### config.mk
export PLATFORM = sky130hd
export DESIGN_NAME = pairlink_dual_tx
export DESIGN_NICKNAME = d
export VERILOG_FILES = /design/src/rtl/pairlink_pkg.sv /design/src/rtl/pairlink_tx.sv /design/src/rtl/pairlink_dual_tx.sv
export SDC_FILE = /design/constraint.sdc
export NUM_CORES = 1
export LEC_CHECK = 0
export BUFFER_PORTS_ARGS = -buffer_cell sky130_fd_sc_hd__clkbuf_2
export CAP_MARGIN = 0
export CORE_MARGIN = 3
export CORE_UTILIZATION = 57
export CTS_BUF_LIST = sky130_fd_sc_hd__clkbuf_8
export DETAILED_ROUTE_END_ITERATION = 16
export PLACE_DENSITY = 0.86
export SYNTH_ARGS = -nofsm -noshare
export SYNTH_HDL_FRONTEND = slang
export SYNTH_SLANG_ARGS = --single-unit
export TNS_END_PERCENT = 20
### constraint.sdc
create_clock -name clk -period 3.07 [get_ports clk]
set_clock_uncertainty 0.05 [all_clocks]
set_input_delay 0.307 -clock clk [delete_from_list [all_inputs] [get_ports clk]]
set_output_delay 0.307 -clock clk [all_outputs]
set_load 0.01 [all_outputs]
### src/rtl/pairlink_pkg.sv
package pairlink_pkg;
  localparam int unsigned PL_BYTE_W = 8;
  localparam int unsigned PL_SYM_W  = 2;

  typedef struct packed {
    logic                frame;
    logic                strobe;
    logic [PL_SYM_W-1:0] sym;
  } pl_beat_t;

  localparam pl_beat_t PL_IDLE_BEAT = '{frame: 1'b0, strobe: 1'b0, sym: '0};
endpackage

### src/rtl/pairlink_tx.sv
module pairlink_tx #(
  parameter int unsigned BYTE_W = pairlink_pkg::PL_BYTE_W,
  parameter int unsigned SYM_W  = pairlink_pkg::PL_SYM_W
) (
  input  logic              clk,
  input  logic              rst_n,
  input  logic              up_valid,
  output logic              up_ready,
  input  logic [BYTE_W-1:0] up_data,
  input  logic              up_sof,
  output logic [SYM_W-1:0]  ln_sym,
  output logic              ln_strobe,
  output logic              ln_frame
);
  import pairlink_pkg::*;

  localparam int unsigned BEATS = BYTE_W / SYM_W;
  localparam int unsigned CNT_W = (BEATS > 1) ? $clog2(BEATS) : 1;
  localparam logic [CNT_W-1:0] LAST_BEAT = CNT_W'(BEATS - 1);

  logic              busy_q;
  logic [CNT_W-1:0]  beat_q;
  logic [BYTE_W-1:0] shreg_q;
  logic              sof_q;
  logic              take;
  pl_beat_t          beat_out;

  assign up_ready = !busy_q || (beat_q == LAST_BEAT);
  assign take     = up_valid && up_ready;

  always_ff @(posedge clk) begin
    if (!rst_n) begin
      busy_q  <= 1'b0;
      beat_q  <= '0;
      shreg_q <= '0;
      sof_q   <= 1'b0;
    end else if (take) begin
      busy_q  <= 1'b1;
      beat_q  <= '0;
      shreg_q <= up_data;
      sof_q   <= up_sof;
    end else if (busy_q) begin
      if (beat_q == LAST_BEAT) begin
        busy_q <= 1'b0;
        beat_q <= '0;
      end else begin
        beat_q <= beat_q + 1'b1;
      end
      shreg_q <= {shreg_q[BYTE_W-SYM_W-1:0], {SYM_W{1'b0}}};
    end
  end

  always_comb begin
    beat_out = PL_IDLE_BEAT;
    if (busy_q) begin
      beat_out.sym    = shreg_q[BYTE_W-1 -: SYM_W];
      beat_out.strobe = (beat_q == '0);
      beat_out.frame  = (beat_q == '0) && sof_q;
    end
  end

  assign ln_sym    = beat_out.sym;
  assign ln_strobe = beat_out.strobe;
  assign ln_frame  = beat_out.frame;


  start_after_take_chk: assert property (@(posedge clk) disable iff (!rst_n)
    take |=> ln_strobe);

  first_sym_chk: assert property (@(posedge clk) disable iff (!rst_n)
    take |=> (ln_sym == $past(up_data[BYTE_W-1 -: SYM_W])));

  frame_follows_sof_chk: assert property (@(posedge clk) disable iff (!rst_n)
    take |=> (ln_frame == $past(up_sof)));

  strobe_spacing_chk: assert property (@(posedge clk) disable iff (!rst_n)
    ln_strobe |=> !ln_strobe ##1 !ln_strobe ##1 !ln_strobe);

  ready_on_last_chk: assert property (@(posedge clk) disable iff (!rst_n)
    ln_strobe |=> ##2 up_ready);

  frame_needs_strobe_chk: assert property (@(posedge clk) disable iff (!rst_n)
    ln_frame |-> ln_strobe);
endmodule

### src/rtl/pairlink_dual_tx.sv
module pairlink_dual_tx #(
  parameter int unsigned LANES  = 2,
  parameter int unsigned BYTE_W = pairlink_pkg::PL_BYTE_W,
  parameter int unsigned SYM_W  = pairlink_pkg::PL_SYM_W
) (
  input  logic                    clk,
  input  logic                    rst_n,
  input  logic [LANES-1:0]        in_valid,
  output logic [LANES-1:0]        in_ready,
  input  logic [LANES*BYTE_W-1:0] in_data,
  input  logic [LANES-1:0]        in_sof,
  output logic [LANES*SYM_W-1:0]  link_data,
  output logic [LANES-1:0]        link_valid,
  output logic [LANES-1:0]        link_frame
);
  for (genvar g = 0; g < LANES; g++) begin : g_lane
    pairlink_tx #(.BYTE_W(BYTE_W), .SYM_W(SYM_W)) u_tx (
      .clk       (clk),
      .rst_n     (rst_n),
      .up_valid  (in_valid[g]),
      .up_ready  (in_ready[g]),
      .up_data   (in_data[g*BYTE_W +: BYTE_W]),
      .up_sof    (in_sof[g]),
      .ln_sym    (link_data[g*SYM_W +: SYM_W]),
      .ln_strobe (link_valid[g]),
      .ln_frame  (link_frame[g])
    );
  end


  idle_quiet_chk: assert property (@(posedge clk) disable iff (!rst_n)
    (!$past(in_valid[0] && in_ready[0]) && $past(in_ready[0]) && !link_valid[0])
      |-> (link_data[SYM_W-1:0] == '0));
endmodule

==> reports/results.ini, run 1 <==
[timing]
finalHoldViolCount=0
fin_ws_ns=1.35
max_slew_margin_pct=64.8
fmax_mhz=581
min_period_over_period_pct=56.0
period_needed_ns=1.72
setup-violations-final=0
rsz0062_at_grt=no
final.setup.tns_ns=0
tightest_slew_ns=0.527
drv_slew=0

[drt]
routed.top_layer=met4
remaining_drc_errors=0
routed_wl_um=2560
met1Wirelength_um=1140
wl_met3_um=195
drt_iter0_drc=55
ant_nets=0
viasPerCell=5.87
drt-pass1-iter-count=4
wl_met2_um=1170
wl_per_cell_um=13.9
vias=1080

[clock_tree]
cts_buffer_depth=2
clk_latency_ns=0.27
postCtsHoldBufs=0
path_clk_slew_ns=0.08
cts_buffers=3
htree_num_levels=1
cts_tree=done
post_cts_buffers=0
cts_sinks=24
cts_root_buf=clkbuf_8
ctsResizeCount=0

[synth]
syn_area_um2=1180
synth_top_family_by_area=compound AO/OA/AOI/OAI gates
synth-seq-area-share_pct=40.5
synthSimpleGateAreaFrac_pct=12.8
ys_seq_elements=24
synth_cells=138
yosys-top-cells-area=dfxtp_1 (41%), o21ai_0 (11%), a31oi_1 (6.3%), a21oi_1 (5.9%), ha_1 (4.2%)
yosysTopAreaCell=dfxtp_1
synth_top_area_share_pct=40.5
syn_avg_cell_area_um2=8.59
synth-edff-count=0
synth_xor_area_share_pct=0
ys.flop_type=dfxtp_1
synthArstFlopShare_pct=0
synth_fa_ha_area_share_pct=4.22
synth_compound_area_share_pct=28.7
synth_cell_types=23
synth.area.mux_share_pct=3.59
synth_most_common_cell=o21ai_0
synth_commonest_cells=o21ai_0 (26), dfxtp_1 (24), a21oi_1 (14)
syn_nets=164
ys_warn_count=0

[finish]
n_antenna_cell=0
final-seq-area_um2=480
drive_gt1_share_pct=28.9
multi_input_area_um2=584
finalNetCount=186
n_fill_cell=157
final_util_pct=72.7
syn2layout_area_growth_pct=12.8

[worst_setup_path]
critPathMaxStageDelay_ns=0.37
start_kind=register
critPathKind=reg2out
r2r_slack_ns=1.69
r2r_start=g_lane[0].u_tx.beat_q[0]$_SDFFE_PP0P_
worstPathArrival_ns=1.36
cp_slowest_cell=dfxtp_1
end_kind=output port
cp_cell_sequence=ha_1, and2b_4, inv_2, clkbuf_2
reg2reg_depth=5
crit_required_ns=2.71
worstPathMaxFanout=13
timing.rr.end=g_lane[0].u_tx.shreg_q[0]$_SDFFE_PN0P_

[placement]
place_ws_ns=1.65
port_buffers=31
hpwl_um=1740
gp_congestion=0.817

[global_route]
grt_max_degree=25
track_usage_pct=20.7
grt_pass1_wl_um=4100
grt_pass1_vias=946
grt.overflow.total=0
antenna_found_initial=0

[floorplanning]
pin_count=32
die_h_um=51.6
die-area_um2=2660
std_cell_rows=15
core_um2=1840
start_util_pct=64.4
die_w_um=51.6

[hold_path]
worstHoldEndpoint=g_lane[0].u_tx.sof_q$_SDFFE_PN0P_
hold_class=in2reg
hold_depth=3
min_from=in_sof[0]

[pwr]
fin_total_pwr_uw=664
vdd.ir_drop.worst_mv=0.403
power_leakage_nw=0.566
power_density_nw_per_um2=497

[flow_run]
cap_violations=0

[status]
outcome=finished clean

==> area by class of cell <==
class	instances	area share, %
inverters	8	2.25
repair buffers	31	11.6
well taps	25	2.34
multi-input cells	92	43.7
flip-flops and latches	24	36.0
clock buffers	4	4.12
==> kinds of logic (layout without fill, tap and decap cells) <==
kind of cell             after synthesis  in the layout
adder cells (fa/ha/maj)                4              4
AND/OR/NAND/NOR                       24             24
multiplexers                           4              4
AO/OA/AOI/OAI                         60             60
buffers and inverters                 22             43
flip-flops                            24             24
==> worst max-delay path by stage <==
stage / from / endpoint / cells past startpoint
3_5_place_dp: g_lane[0].u_tx.beat_q[0]$_SDFFE_PP0P_ / in_ready[0] / 4
3_3_place_gp: g_lane[1].u_tx.beat_q[0]$_SDFFE_PP0P_ / in_ready[1] / 4
2_1_floorplan: g_lane[0].u_tx.beat_q[0]$_SDFFE_PP0P_ / in_ready[0] / 5
5_1_grt: g_lane[0].u_tx.beat_q[0]$_SDFFE_PP0P_ / in_ready[0] / 4
6_report: g_lane[0].u_tx.beat_q[0]$_SDFFE_PP0P_ / in_ready[0] / 4
4_1_cts: g_lane[0].u_tx.beat_q[0]$_SDFFE_PP0P_ / in_ready[0] / 4
==> sequential cells by signal, indices dropped and copies added, names as in the netlist <==
| register | count |
|---|---|
| g_lane.u_tx.busy_q | 2 |
| g_lane.u_tx.beat_q | 4 |
| g_lane.u_tx.sof_q | 2 |
| g_lane.u_tx.shreg_q | 16 |
==> critical path: cells and delay by family (launching register included) <==
kind	cells	cell delay (ns)
adders and majority gates	1	0.16
buffers and inverters	2	0.35
DFF	1	0.37
and+or+nand+nor	1	0.21
==> power breakdown <==
| part | switching [mW] | leakage [nW] | internal [mW] |
|---|---|---|---|
| registers | 0.0137 | 0.198 | 0.333 |
| logic | 0.0581 | 0.340 | 0.0452 |
| clock network | 0.100 | 0.0288 | 0.115 |
| total | 0.172 | 0.566 | 0.493 |
==> metrics by stage <==
step           cell area [um2]  hold slack, ns  cells
2_1_floorplan             1180           0.394    138
3_3_place_gp              1280           0.407    180
3_5_place_dp              1280           0.422    180
4_1_cts                   1340           0.234    184
5_1_grt                   1340           0.240    184
6_report                  1340           0.237    184
==> placed cells by master, fill, tap and decap left out <==
master,count
inv_2,2
a31oi_1,12
ha_1,4
a21oi_1,14
clkbuf_8,4
and3_2,2
nand2_1,2
or2_1,2
clkbuf_2,31
nor2_1,2
a32oi_1,4
nor2b_1,4
mux2i_1,2
and2_1,5
inv_1,6
and2b_4,2
dfxtp_1,24
o21ai_0,26
a21boi_0,4
and2_2,3
mux2_2,2
nand3_1,2
==> routing by layer <==
layer	vias up	global-route usage [%]
met1	488	28.9
li1	530	-
met5	-	0
met4	0	12.2
met3	4	3.72
met2	58	29.4
(Power assumes the default switching activity.)
==> inputs of run 2 (changes only) <==
CORE_UTILIZATION = 53   (was 57)
PLACE_DENSITY = 0.8   (was 0.86)
clock period = 1.8 ns   (was 3.07 ns; I/O delays follow)
==> reports/results.ini, run 2 (synthesis gave the netlist of run 1 again) <==
[flow_run]
cap_violations=0  ; unchanged

[finish]
largest_register_ffs=16  ; unchanged
final_common_cell=clkbuf_2  ; unchanged
largest-register=g_lane.u_tx.shreg_q  ; unchanged
largestRegisters=g_lane.u_tx.shreg_q (16), g_lane.u_tx.beat_q (4)  ; unchanged
final_cell_mix=clkbuf_2 (31), o21ai_0 (26), dfxtp_1 (24)  ; unchanged
fin_area_um2=1340  ; about the same
final-seq-area_um2=480  ; unchanged
drive_gt1_share_pct=28.9  ; unchanged
finalNetCount=186  ; unchanged
multi_input_area_um2=584  ; unchanged
syn2layout_area_growth_pct=13.0  ; was 12.8%
n_fill_cell=198  ; was 157
n_antenna_cell=0  ; unchanged

[timing]
setup-violations-final=0  ; unchanged
tightest_slew_ns=0.524  ; was 0.527 ns
max_slew_margin_pct=64.9  ; was 64.8%
rsz0062_at_grt=no  ; unchanged
fin_ws_ns=0.226  ; was 1.35 ns
fmax_mhz=636
hold_slack_ns=0.116  ; was 0.237 ns
drv_slew=0  ; unchanged
final.setup.tns_ns=0  ; unchanged
min_period_over_period_pct=87.4
period_needed_ns=1.57
finalHoldViolCount=0  ; unchanged

[worst_setup_path]
crit_buf_inv=2  ; unchanged
worstPathArrival_ns=1.34  ; was 1.36 ns
start_kind=register  ; unchanged
cp_top_family=flip-flops  ; unchanged
critPathKind=reg2out  ; unchanged
worstPathMaxFanout=13  ; unchanged
end_kind=output port  ; unchanged
cp_slowest_cell=dfxtp_1  ; unchanged
crit_required_ns=1.57  ; was 2.71 ns
critPathMaxStageDelay_ns=0.38  ; was 0.37 ns
cp_cell_sequence=ha_1, and2b_4, inv_2, clkbuf_2  ; unchanged

[clock_tree]
path_clk_slew_ns=0.08  ; about the same
cts_sinks=24  ; unchanged
clk_latency_ns=0.26  ; was 0.27 ns
ctsResizeCount=0  ; unchanged
postCtsHoldBufs=0  ; unchanged
cts_buffers=3  ; unchanged
cts_root_buf=clkbuf_8  ; unchanged
cts_buffer_depth=2  ; unchanged
post_cts_buffers=0  ; unchanged
cts_tree=done  ; unchanged
htree_num_levels=1  ; unchanged

[global_route]
track_usage_pct=18.7  ; was 20.7%
grt.overflow.total=0  ; unchanged
grt_max_degree=25  ; unchanged
grt_pass1_wl_um=4040  ; was 4100 um
antenna_found_initial=0  ; unchanged
grt_pass1_vias=951  ; was 946

[floorplanning]
die_h_um=53.3  ; was 51.6 um
die-area_um2=2840  ; was 2660 um2
core_um2=2040  ; was 1840 um2
pin_count=32  ; unchanged
die_w_um=53.3  ; was 51.6 um
std_cell_rows=16  ; was 15
start_util_pct=58.0  ; was 64.4%

[drt]
remaining_drc_errors=0  ; unchanged
routed_wl_um=2420  ; was 2560 um
drt-pass1-iter-count=4  ; unchanged
drt_iter0_drc=30  ; was 55
wl_per_cell_um=13.0  ; was 13.9 um
viasPerCell=5.67  ; was 5.87
ant_nets=0  ; unchanged
vias=1055  ; was 1080

[placement]
port_buffers=31  ; unchanged
gp_congestion=0.849  ; was 0.817
hpwl_um=1710  ; was 1740 um
place_ws_ns=0.435  ; was 1.65 ns
placed_area_um2=1280  ; about the same

[pwr]
power_density_nw_per_um2=835  ; was 497 nW/um2
fin_total_pwr_mw=1.12  ; was 664 uW
power_leakage_nw=0.566  ; unchanged
vdd.ir_drop.worst_mv=0.613  ; was 0.403 mV

[hold_path]
hold_class=in2reg  ; unchanged

[status]
outcome=finished clean  ; unchanged

==> run 2: path summary, 6_finish.rpt <==
path              slack [ns]                                      to  depth (start not counted)                                   start
setup / recovery        0.23                             in_ready[0]                          4   g_lane[0].u_tx.beat_q[0]$_SDFFE_PP0P_
hold reg to reg         0.42  g_lane[0].u_tx.shreg_q[4]$_SDFFE_PN0P_                          2  g_lane[0].u_tx.shreg_q[2]$_SDFFE_PN0P_
hold / removal          0.12       g_lane[1].u_tx.sof_q$_SDFFE_PN0P_                          3                               in_sof[1]
setup reg to reg        0.43  g_lane[0].u_tx.shreg_q[2]$_SDFFE_PN0P_                          5   g_lane[0].u_tx.beat_q[0]$_SDFFE_PP0P_
==> run 2: routing by layer <==
metal  global-route usage (%)  part of all wire, %  vias up
met5                        0                    0        -
met4                     5.96                 0.54        0
met3                     3.10                  6.1        2
met2                     28.4                   47       38
met1                     26.5                   46      488
li1                         -                    -      527
==> run 2: final cells by class <==
cell class / instances / area share (%)
multi-input cells: 92 / 43.6
repair buffers: 31 / 11.6
well taps: 27 / 2.52
clock buffers: 4 / 4.11
flip-flops and latches: 24 / 35.9
inverters: 8 / 2.24
==> run 2: report_power, final <==
part	total (mW)	switching (mW)	internal, mW
Clock	0.354	0.160	0.195
Sequential	0.589	0.0217	0.567
Combinational	0.175	0.0974	0.0772
Total	1.12	0.279	0.839
==> run 2: per-stage QoR <==
stage / std cells / utilization (%)
after floorplan: 138 / -
after global placement: 182 / 62.9
after detailed placement: 182 / 62.9
after CTS: 186 / 65.6
after global routing: 186 / 65.6
final: 186 / 65.6
==> run 2: worst reg2reg max path: cells and delay by family (launching register included) <==
kind,cells,cell delay (ns)
simple gates,1,0.29
fa+ha+maj,1,0.19
compound gates,2,0.28
flops,1,0.34
buf+inv,1,0.11
